## src/rtl/rpc_pkg.sv

```systemverilog
package rpc_pkg;

    typedef struct packed {
        logic osc_en;
        logic rx_off;
        logic tx_sel;
        logic syn_en;
    } ctrl_t;

    typedef struct packed {
        logic chain;
        logic txamp;
        logic lobuf;
        logic pll;
        logic path_tx;
    } pwr_t;

    typedef enum int unsigned {
        TMR_OSC = 0,
        TMR_AMP = 1
    } tmr_idx_e;

    localparam int unsigned NUM_TMR = 2;

    function automatic int unsigned settle_cycles(input int unsigned us,
                                                  input int unsigned cyc_per_us);
        return (us * cyc_per_us < 1) ? 1 : us * cyc_per_us;
    endfunction

    function automatic pwr_t decode_mode(input ctrl_t c);
        pwr_t p;
        p.chain   = c.osc_en;
        p.txamp   = c.osc_en & c.rx_off;
        p.lobuf   = c.osc_en & ~c.rx_off;
        p.pll     = c.syn_en;
        p.path_tx = c.tx_sel;
        return p;
    endfunction

endpackage

```

## src/rtl/rpc_decode.sv

```systemverilog
module rpc_decode
    import rpc_pkg::*;
(
    input  ctrl_t ctrl_i,
    output pwr_t  pwr_o
);
    always_comb begin
        pwr_o = decode_mode(ctrl_i);
    end
endmodule

```

## src/rtl/rpc_settle_timer.sv

```systemverilog
module rpc_settle_timer #(
    parameter int unsigned LIMIT = 40
) (
    input  logic clk,
    input  logic rst,
    input  logic en_i,
    output logic rdy_o
);
    localparam int unsigned CW = (LIMIT < 2) ? 1 : $clog2(LIMIT + 1);
    localparam logic [CW-1:0] LAST = CW'(LIMIT - 1);

    logic [CW-1:0] cnt_q;
    logic          rdy_q;

    always_ff @(posedge clk) begin
        if (rst) begin
            cnt_q <= '0;
            rdy_q <= 1'b0;
        end else if (!en_i) begin
            cnt_q <= '0;
            rdy_q <= 1'b0;
        end else if (!rdy_q) begin
            if (cnt_q == LAST) begin
                rdy_q <= 1'b1;
            end else begin
                cnt_q <= cnt_q + 1'b1;
            end
        end
    end

    // flag falls in the same cycle the supply is removed
    assign rdy_o = rdy_q & en_i;
endmodule

```

## src/rtl/rpc_path_qual.sv

```systemverilog
module rpc_path_qual
    import rpc_pkg::*;
(
    input  pwr_t pwr_i,
    input  logic osc_rdy_i,
    input  logic amp_rdy_i,
    output logic tx_valid_o,
    output logic lo_valid_o
);
    always_comb begin
        tx_valid_o = osc_rdy_i & amp_rdy_i & pwr_i.path_tx;
        lo_valid_o = osc_rdy_i & pwr_i.lobuf & ~pwr_i.path_tx;
    end
endmodule

```

## src/rtl/radio_pwr_ctrl.sv

```systemverilog
module radio_pwr_ctrl
    import rpc_pkg::*;
#(
    parameter int unsigned CYC_PER_US = 4,
    parameter int unsigned OSC_US     = 30,
    parameter int unsigned AMP_US     = 10
) (
    input  logic clk,
    input  logic rst,
    input  logic osc_en_i,
    input  logic rx_off_i,
    input  logic tx_sel_i,
    input  logic syn_en_i,
    output logic chain_pwr_o,
    output logic txamp_pwr_o,
    output logic lobuf_pwr_o,
    output logic pll_pwr_o,
    output logic path_tx_o,
    output logic osc_rdy_o,
    output logic txamp_rdy_o,
    output logic tx_valid_o,
    output logic lo_valid_o
);
    localparam int unsigned OSC_CYC = settle_cycles(OSC_US, CYC_PER_US);
    localparam int unsigned AMP_CYC = settle_cycles(AMP_US, CYC_PER_US);

    ctrl_t ctrl;
    pwr_t  pwr;
    logic [NUM_TMR-1:0] tmr_en;
    logic [NUM_TMR-1:0] tmr_rdy;

    assign ctrl = '{osc_en: osc_en_i, rx_off: rx_off_i,
                    tx_sel: tx_sel_i, syn_en: syn_en_i};

    rpc_decode u_dec (
        .ctrl_i (ctrl),
        .pwr_o  (pwr)
    );

    assign tmr_en[TMR_OSC] = pwr.chain;
    assign tmr_en[TMR_AMP] = pwr.txamp;

    for (genvar g = 0; g < NUM_TMR; g++) begin : g_tmr
        localparam int unsigned LIM = (g == TMR_OSC) ? OSC_CYC : AMP_CYC;
        rpc_settle_timer #(.LIMIT(LIM)) u_tmr (
            .clk   (clk),
            .rst   (rst),
            .en_i  (tmr_en[g]),
            .rdy_o (tmr_rdy[g])
        );
    end

    rpc_path_qual u_qual (
        .pwr_i      (pwr),
        .osc_rdy_i  (tmr_rdy[TMR_OSC]),
        .amp_rdy_i  (tmr_rdy[TMR_AMP]),
        .tx_valid_o (tx_valid_o),
        .lo_valid_o (lo_valid_o)
    );

    assign chain_pwr_o = pwr.chain;
    assign txamp_pwr_o = pwr.txamp;
    assign lobuf_pwr_o = pwr.lobuf;
    assign pll_pwr_o   = pwr.pll;
    assign path_tx_o   = pwr.path_tx;
    assign osc_rdy_o   = tmr_rdy[TMR_OSC];
    assign txamp_rdy_o = tmr_rdy[TMR_AMP];
endmodule

```

## config.mk

```make
export PLATFORM = sky130hd
export DESIGN_NAME = radio_pwr_ctrl
export DESIGN_NICKNAME = d
export VERILOG_FILES = /design/src/rtl/rpc_pkg.sv /design/src/rtl/rpc_decode.sv /design/src/rtl/rpc_settle_timer.sv /design/src/rtl/rpc_path_qual.sv /design/src/rtl/radio_pwr_ctrl.sv
export SDC_FILE = /design/constraint.sdc
export NUM_CORES = 1
export LEC_CHECK = 0
export BUFFER_PORTS_ARGS = -buffer_cell sky130_fd_sc_hd__buf_2
export CAP_MARGIN = 5
export CORE_MARGIN = 2
export CORE_UTILIZATION = 45
export DETAILED_ROUTE_END_ITERATION = 8
export GPL_TIMING_DRIVEN = 0
export PLACE_DENSITY = 0.65
export SKIP_LAST_GASP = 1
export SLEW_MARGIN = 20
export SYNTH_ARGS = -nofsm -noshare
export SYNTH_HDL_FRONTEND = slang
export SYNTH_SLANG_ARGS = --single-unit
```

## constraint.sdc

```tcl
create_clock -name clk -period 3.3 [get_ports clk]
set_clock_uncertainty 0.05 [all_clocks]
set_input_delay 0.33 -clock clk [delete_from_list [all_inputs] [get_ports clk]]
set_output_delay 0.33 -clock clk [all_outputs]
set_load 0.03 [all_outputs]
```

# Yosys cells after proc, flatten, opt, wreduce, memory -nomap -nowiden
# Index checks and enable logic that the tools add are counted.
# classes
add_sub_neg	2
muxes	4
bitwise_logic	16
shift	0
order_cmp	0
mul	0
reduce_logical	4
n_eq_ne	2
div	0
# op_table
cell	count
AND 1 bit	8
NOT 1 bit	8
adder 7 x 1 -> 7 bit (second input constant)	1
== test 7 bit (second input constant)	1
adder 6 x 1 -> 6 bit (second input constant)	1
== test 6 bit (second input constant)	1
2-to-1 mux 1 bit	4
AND reduction 2 bit	2
OR reduction 2 bit	2
# totals
mem_count	0
regBits	15
output_inout_bits	9
ramBits	0
wordCells	32
in_bits	6
latchBits	0
mem_bits_ro	0

# Depth between registers and ports, before layout
# Gate-level depths: netlist of run 1.
# depth
word_depth	4
ltp_mapped	4
mapped_depth_nobuf	4

# By module
# A second synthesis of run 1 with hierarchy kept.
# unflattened
hier_cells	91
area_unflattened_um2	809.5
# modules_own_cells
module	area_each_um2	instances	cells_per_inst	seq_area_each_um2
rpc_settle_timer at g_tmr[0].u_tmr	406.6	1	46	160.2
rpc_settle_timer at g_tmr[1].u_tmr	347.8	1	38	140.1
rpc_decode	38.8	1	5	0.0
rpc_path_qual	16.3	1	2	0.0

# Least setup slack after synthesis of run 1
# OpenSTA, ideal clock, no wires.
# synth_path
kind	register to output
startpoint	reg g_tmr[0].u_tmr.rdy_q
endpoint	out lo_valid_o
path_slack_ps	1393
n_path_buf	0
required_time_ps	2920
t_arrival_ps	1527
stages_incl_launch_ff	3
path_cell_list	dfxtp_1 and2_1 nor3b_1
# synth_via
elab_chain_cells	3
# synth_lines
element	line_no	text
start, declared	rpc_settle_timer.sv:13	logic rdy_q;
start signal, assigned	rpc_settle_timer.sv:18	rdy_q <= 1'b0;
start signal, assigned	rpc_settle_timer.sv:21	rdy_q <= 1'b0;
start signal, assigned	rpc_settle_timer.sv:24	rdy_q <= 1'b1;
AND 1 bit	rpc_settle_timer.sv:32	assign rdy_o = rdy_q & en_i;
named net osc_rdy_o	radio_pwr_ctrl.sv:19	output logic osc_rdy_o,
AND 1 bit (2 in a row)	rpc_path_qual.sv:12	lo_valid_o = osc_rdy_i & pwr_i.lobuf & ~pwr_i.path_tx;
end, declared	radio_pwr_ctrl.sv:22	output logic lo_valid_o
# The timed path passes the listed nets, and every way through them passes these cells.

# Final worst setup path of run 1
# layout_path
startpoint	reg g_tmr[0].u_tmr.rdy_q
endpoint	out lo_valid_o
# layout_via
elab_chain_cells	3
# layout_lines
element	line_no
AND 1 bit	rpc_settle_timer.sv:32
AND 1 bit (2 in a row)	rpc_path_qual.sv:12
# Every way passes these cells.

==> results of run 1 <==
-- where the power goes --
group / total [W] / switching [W] / internal [W]
combinational: 0.0000284 / 0.0000169 / 0.0000116
clock: 0.000112 / 0.0000664 / 0.0000461
sequential: 0.000186 / 0.00000291 / 0.000183
-- flip-flops by register name, indices dropped and copies added (netlist names) --
register           count
g_tmr.u_tmr.rdy_q      2
g_tmr.u_tmr.cnt_q     13
-- stage by stage --
| step | cell area [um^2] | total power [W] |
|---|---|---|
| after detailed placement | 862 | 0.000219 |
| final | 892 | 0.000327 |
| after floorplan | 776 | 0.000209 |
| after global placement | 862 | 0.000218 |
| after global routing | 892 | 0.000340 |
| after CTS | 892 | 0.000329 |
-- critical path: cells and delay by family (launching register included) --
kind                   cells  cell delay (ns)
DFF                        1             0.47
buffers and inverters      1             0.22
and+or+nand+nor            2             0.38
-- placed cells by master, fill, tap and decap left out, drive strengths merged --
cell       n
nor2       4
dfxtp     15
ha         3
inv        1
and3b      1
nand3b     1
a2111o     1
nor3b      2
clkinvlp   1
a21oi      8
mux2i      4
nand4b     3
nand2      9
and2       3
and4b      2
a31oi      1
a311oi     1
nand2b     4
and3       2
o21a       1
nand3      2
o21ai      6
buf       16
nor2b      4
or3        4
clkbuf     3
xor2       2
-- metal layers --
metal  share of wire [%]  GRT usage [%]  vias to the layer above
met5                   0              0                        -
met4                 2.1           8.82                        0
met3                 4.5           3.57                        4
met2                  40           22.0                       16
met1                  53           22.2                      286
li1                    -              -                      349
-- cell families (layout without fill, tap and decap cells) --
group,Yosys count,in the layout,share of synthesized area [%]
and+or+nand+nor,41,41,31.8
AOI/OAI and AO/OA,18,18,13.9
DFF,15,15,38.7
muxes,4,4,5.16
buffers and inverters,4,21,3.39
adders and majority gates,3,3,4.84
xor gates and xnor gates,2,2,2.26
-- cell usage after synthesis --
library cell and instances:
ha_1 3, and2_1 3, and3b_1 1, a31oi_1 1
a21oi_1 7, nand3b_1 1, or3_1 4, nor2b_1 4
and3_1 2, a2111o_1 1, a21oi_2 1, a311oi_1 1
and4b_1 1, nand4b_1 3, nor3b_1 2, o21ai_0 6
nand2b_1 4, buf_4 3, dfxtp_1 15, and4b_4 1
nand3_1 2, mux2i_1 4, xor2_1 2, nand2_1 9
nor2_1 4, inv_1 1, o21a_1 1
-- layout make-up --
cell class	count	area [um^2]	area share [%]
multi-input combinational	68	449	50.4
sequential	15	300	33.7
timing repair buffer	13	65.1	7.29
clock buffer	3	22.5	2.52
buffer	3	22.5	2.52
tap	17	21.3	2.38
clock inverter	1	7.51	0.842
inverter	1	3.75	0.421
-- final timing paths --
kind	startpoint	end	slack, ns
max	g_tmr[0].u_tmr.rdy_q	lo_valid_o	1.56
min	rst	g_tmr[0].u_tmr.cnt_q[1]	0.30
max reg2reg	g_tmr[0].u_tmr.cnt_q[0]	g_tmr[0].u_tmr.cnt_q[3]	1.85
min reg2reg	g_tmr[1].u_tmr.cnt_q[1]	g_tmr[1].u_tmr.cnt_q[1]	0.43
==> flow_summary.toml, run 1 <==
[outcome]
outcome = "finished, final reports clean"

[worst_setup_path]
critPathArrivalTime_ns = 1.36
slowest_delay_ns = 0.47
cp.required_ns = 2.92
critPathKind = "reg2out"
ff2ff_path_depth = 4
crit_slowest_cell = "dfxtp_1"
end_kind = "output pin"
crit_chain = "and2_1 > nor3b_1 > buf_2"
critPathMaxFanout = 9
critPathLaunchType = "register"

[grt]
grt-ovfl-total = 0
grt_pass1_vias = 571
track_usage_pct = 15.8
grt_max_degree = 11
antenna_found_initial = 0
grt_pass1_wl_um = 2360

[detailed_routing]
drtIter0Drc = 6
routedWlPerCell_um = 11.5
viasPerCell = 5.41
ant_nets = 0
wl_um = 1390
drc = 0
firstDrtPassIters = 3
vias = 655

[sta]
period_needed_ns = 1.74
finalHoldWorstSlack_ns = 0.303
fin_crit_sh_pct = 52.7
setup_tns_ns = 0
tightest_slew_ns = 0.395
hold_viol = 0
drv_slew = 0
setup_viol = 0
rsz0062_at_grt = "no"
fin_ws_ns = 1.56
max_freq_mhz = 575
slew_headroom_pct = 73.5

[min_path]
hold_class = "in2reg"
min_path_cells = 3

[die]
start_util_pct = 46.4
core_um2 = 1670
die_w_um = 45.5
die_area_um2 = 2070
io_pins = 15
rows = 15
die_y_um = 45.5

[yosys]
ys_warn_count = 0
syn_nets = 96
synth.avg_cell_area_um2 = 8.92
seq_area_frac_synth_pct = 38.7
yosys.area.top_type = "dfxtp_1"
syn-instance-count = 87
netlist_area_um2 = 776
synth_cell_type_count = 27
post_synth_main_area_contributors = "dfxtp_1 (39%), mux2i_1 (5.2%), ha_1 (4.8%)"
synth_seq_cells = 15
synth_top_area_share_pct = 38.7

[placement]
dp_hpwl_um = 1020
dp.cells = 117
portBuffers = 13
dp_worst_setup_slack_ns = 1.87
gp_congestion = 0.744

[finish]
fin_cells = 121
nets = 114
fillers = 158
insertedDiodeCount = 0
syn2layout_area_growth_pct = 15.0
utilization_pct = 53.4
drive_gt1_share_pct = 21.2

[clock_network]
path_clk_slew_ns = 0.10
tritoncts.num_buffers = 3
insertion_delay_ns = 0.29
cts_tree = "built"
root_buffer = "clkbuf_4"
post-cts-setup-buffer-count = 0
clockBufferDepth = 2
cts_resized = 0
cts_max_level = 1
cts_sinks = 15
cts_hold_buf = 0

[run]
maxCapViolCount = 0

[pwr]
vdd_drop_max_v = 0.000169
p_per_area_nw_per_um2 = 367
power_leakage_nw = 0.365
No activity file was read; power rests on OpenSTA's default activity.
==> inputs of run 2 (changes only) <==
Clock period 3.3 ns to 1.7 ns, I/O delays scaled along.
==> run 2 against run 1 <==
Count of clock-buffer cells in the layout is 1 higher; via count increased by 0.61%; non-clock buffer count stayed put; core utilization rose by 0.075 points; critical path type unchanged; critical endpoint unchanged; largest cell class unchanged; largest power group unchanged.
==> flow_summary.toml, run 2 (synthesis results as in run 1) <==
[outcome]
outcome = "finished, final reports clean"

[clock_network]
root_buffer = "clkbuf_4"
post-cts-setup-buffer-count = 0
insertion_delay_ns = 0.28
cts_max_level = 1
tritoncts.num_buffers = 3
path_clk_slew_ns = 0.09
cts_hold_buf = 0
cts_tree = "built"
cts_resized = 0
clockBufferDepth = 2
cts_sinks = 15

[finish]
drive_gt1_share_pct = 21.2
nets = 114
insertedDiodeCount = 0
layout_commonest_cell = "dfxtp_1"
regMostFlops = "g_tmr.u_tmr.cnt_q"
final_cell_mix = "dfxtp_1 (15), buf_2 (13), nand2_1 (9), a21oi_1 (7), o21ai_0 (6)"
utilization_pct = 53.5
syn2layout_area_growth_pct = 15.2
reg_top3 = "g_tmr.u_tmr.cnt_q x13, g_tmr.u_tmr.rdy_q x2"
largest_register_ff_count = 13

[sta]
hold_viol = 0
tightest_slew_ns = 0.397
max_freq_mhz = 657
setup_viol = 0
slew_headroom_pct = 73.4
fin_crit_sh_pct = 89.5
drv_slew = 0
rsz0062_at_grt = "no"
fin_ws_ns = 0.179
period_needed_ns = 1.52
finalHoldWorstSlack_ns = 0.153
setup_tns_ns = 0

[worst_setup_path]
regToRegStartpoint = "g_tmr[0].u_tmr.cnt_q[0]"
critPathLaunchType = "register"
critPathMaxFanout = 9
startpoint = "g_tmr[0].u_tmr.rdy_q"
critPathArrivalTime_ns = 1.30
end_kind = "output pin"
critPathKind = "reg2out"
cp.required_ns = 1.48

[die]
io_pins = 15
die_y_um = 45.5
start_util_pct = 46.4
die_w_um = 45.5
die_area_um2 = 2070
core_um2 = 1670
rows = 15

[grt]
track_usage_pct = 16.1
grt-ovfl-total = 0
grt_pass1_vias = 508
grt_pass1_wl_um = 2320
antenna_found_initial = 0
grt_max_degree = 10

[detailed_routing]
drc = 0
vias = 659
firstDrtPassIters = 4
drtIter0Drc = 8
viasPerCell = 5.45
routedWlPerCell_um = 11.7
ant_nets = 0
wl_um = 1420

[placement]
portBuffers = 13
gp_congestion = 0.806
dp_hpwl_um = 1080
dp_worst_setup_slack_ns = 0.270

[min_path]
hp-start = "rst"
hold_class = "in2reg"

[run]
maxCapViolCount = 0

[pwr]
vdd_drop_max_v = 0.000380
power_leakage_nw = 0.367
p_per_area_nw_per_um2 = 695
-- run 2: cell types whose count changed in the layout (fill, tap and decap cells not counted), sizes merged --
cell      before  now
clkbuf         3    4
clkinvlp       1    0
-- run 2: per-layer routing --
metal  vias to the layer above  GRT usage (%)  wire [um]
met5                         -              0          0
met4                         0           8.82         14
met3                         2           4.76         54
met2                        11           19.7        559
met1                       298           24.2        787
li1                        348              -          -
-- run 2: worst max-delay path, stage by stage (launching register included) --
cell and delay [ns]:
dfxtp_1 0.48, and2_1 0.19, nor3b_2 0.14, buf_2 0.21
-- run 2: area by class of cell --
cell class | instances | area (um^2)
buffer | 3 | 22.5
tap | 17 | 21.3
inverter | 1 | 3.75
multi-input combinational | 68 | 454
clock buffer | 4 | 26.3
fill | 160 | 777
sequential | 15 | 300
timing repair buffer | 13 | 65.1
-- run 2: final timing paths --
path                             endpoint  slack (ns)  cells after the start
setup / recovery               lo_valid_o        0.18                      3
hold / removal    g_tmr[0].u_tmr.cnt_q[1]        0.15                      3
setup reg to reg  g_tmr[0].u_tmr.cnt_q[3]        0.24                      4
hold reg to reg   g_tmr[0].u_tmr.cnt_q[6]        0.44                      2
-- run 2: where the power goes --
part	total [W]	switching, W	internal [W]
clock	0.000204	0.000113	0.0000910
sequential	0.000361	0.00000562	0.000356
combinational	0.0000562	0.0000338	0.0000224
total	0.000621	0.000152	0.000469
-- run 2: per-stage QoR --
stage	std cells	cell area (um^2)	total power, W
after floorplan	87	781	0.000406
after global routing	121	893	0.000667
after detailed placement	117	867	0.000426
final	121	893	0.000621
after global placement	117	867	0.000425
after CTS	121	893	0.000635
==> inputs of run 3 (changes only) <==
Settings changed: PLACE_DENSITY 0.65 to 0.67.
==> run 3 against run 2 <==
Sequential power is essentially flat; critical path type unchanged; critical path depth unchanged; final cell count unchanged; largest power group unchanged; worst setup slack improved by 0.0037 ns.
==> flow_summary.toml, run 3 (synthesis results as in run 1) <==
[outcome]
outcome = "finished, final reports clean"

[die]
rows = 15
io_pins = 15
die_area_um2 = 2070
die_y_um = 45.5
start_util_pct = 46.4
die_w_um = 45.5
core_um2 = 1670

[sta]
setup_viol = 0
fin_crit_sh_pct = 89.3
tightest_slew_ns = 0.380
setup_tns_ns = 0
rsz0062_at_grt = "no"
max_freq_mhz = 659
period_needed_ns = 1.52
hold_viol = 0
drv_slew = 0
fin_ws_ns = 0.182
slew_headroom_pct = 74.6

[finish]
largest_register_ff_count = 13
insertedDiodeCount = 0
nets = 114
regMostFlops = "g_tmr.u_tmr.cnt_q"
drive_gt1_share_pct = 21.2
reg_top3 = "g_tmr.u_tmr.cnt_q x13, g_tmr.u_tmr.rdy_q x2"
fin_cells = 121
layout_commonest_cell = "dfxtp_1"
fillers = 165
syn2layout_area_growth_pct = 15.2
final_cell_mix = "dfxtp_1 (15), buf_2 (13), nand2_1 (9), a21oi_1 (7), o21ai_0 (6)"

[clock_network]
insertion_delay_ns = 0.27
path_clk_slew_ns = 0.08
cts_max_level = 1
cts_resized = 0
cts_tree = "built"
cts_hold_buf = 0
post-cts-setup-buffer-count = 0
cts_sinks = 15
tritoncts.num_buffers = 3
clockBufferDepth = 2
root_buffer = "clkbuf_4"

[grt]
track_usage_pct = 15.6
grt-ovfl-total = 0
grt_pass1_wl_um = 2230
antenna_found_initial = 0
grt_pass1_vias = 537
grt_max_degree = 10

[detailed_routing]
drc = 0
viasPerCell = 5.42
drtIter0Drc = 8
ant_nets = 0
routedWlPerCell_um = 11.5
wl_um = 1390
firstDrtPassIters = 4
vias = 656

[placement]
dp.cells = 117
portBuffers = 13
dp_worst_setup_slack_ns = 0.282
gp_congestion = 0.779
dp_hpwl_um = 1080

[worst_setup_path]
crit_slowest_cell = "dfxtp_1"
end_kind = "output pin"
reg2reg_slack_ns = 0.26
critPathArrivalTime_ns = 1.30
critPathMaxFanout = 9
path_buf_inv = 1
crit_family = "flip-flops"
critPathKind = "reg2out"
cp.required_ns = 1.48
critPathLaunchType = "register"
slowest_delay_ns = 0.47
crit_chain = "and2_1 > nor3b_2 > buf_2"

[pwr]
switching_share_pct = 23.3
seqPwrFrac_pct = 59.0
vdd_drop_max_v = 0.000568
p_per_area_nw_per_um2 = 685
power_leakage_nw = 0.367
p_switching_w = 0.000143
clkPwrFrac_pct = 31.8
comb_power_share_pct = 9.2
intPower_w = 0.000469

[min_path]
hold_class = "in2reg"

[run]
maxCapViolCount = 0
## run 3: cell counts in the layout (fill, tap and decap cells not counted)
No cell type changed its count.
## run 3: per-stage QoR
| step | utilization, % | cell area [um^2] | hold slack (ns) | power, W |
|---|---|---|---|---|
| floorplan | - | 781 | 0.302 | 0.000406 |
| global placement | 51.9 | 867 | 0.417 | 0.000424 |
| detailed placement | 51.9 | 867 | 0.429 | 0.000426 |
| CTS | 53.5 | 893 | 0.140 | 0.000631 |
| global route | 53.5 | 893 | 0.170 | 0.000653 |
| finish | 53.5 | 893 | 0.157 | 0.000612 |
## run 3: final cells by class
class	instances	area [um^2]	area share [%]
Sequential cell	15	300	33.6
Clock buffer	4	26.3	2.94
Multi-Input combinational cell	68	454	50.8
Inverter	1	3.75	0.420
Tap cell	17	21.3	2.38
Timing Repair Buffer	13	65.1	7.28
Buffer	3	22.5	2.52
## run 3: worst min-delay path, stage by stage
cell and delay [ns]:
buf_2 0.09, nor2b_1 0.07, o21a_1 0.11
## run 3: power by group through the flow
stage | registers (W) | clock network (W) | logic, W
after floorplan | 0.000368 | 0 | 0.0000384
after global placement | 0.000369 | 0 | 0.0000553
after detailed placement | 0.000369 | 0 | 0.0000570
after CTS | 0.000361 | 0.000213 | 0.0000571
after global routing | 0.000362 | 0.000229 | 0.0000624
final | 0.000361 | 0.000195 | 0.0000561
## run 3: final timing paths
kind | from | endpoint | cells past startpoint
worst max-delay path | g_tmr[0].u_tmr.rdy_q | lo_valid_o | 3
worst min-delay path | rst | g_tmr[0].u_tmr.cnt_q[1] | 3
worst max register to register | g_tmr[0].u_tmr.cnt_q[0] | g_tmr[0].u_tmr.cnt_q[0] | 4
worst min register to register | g_tmr[1].u_tmr.cnt_q[1] | g_tmr[1].u_tmr.cnt_q[1] | 2
## run 3: per-layer routing
| layer | vias up | track usage, % | wire length (um) |
|---|---|---|---|
| met2 | 18 | 22.8 | 562 |
| met3 | 2 | 8.33 | 99 |
| li1 | 350 | - | - |
| met1 | 286 | 20.1 | 718 |
| met4 | 0 | 3.53 | 11 |
| met5 | - | 0 | 0 |
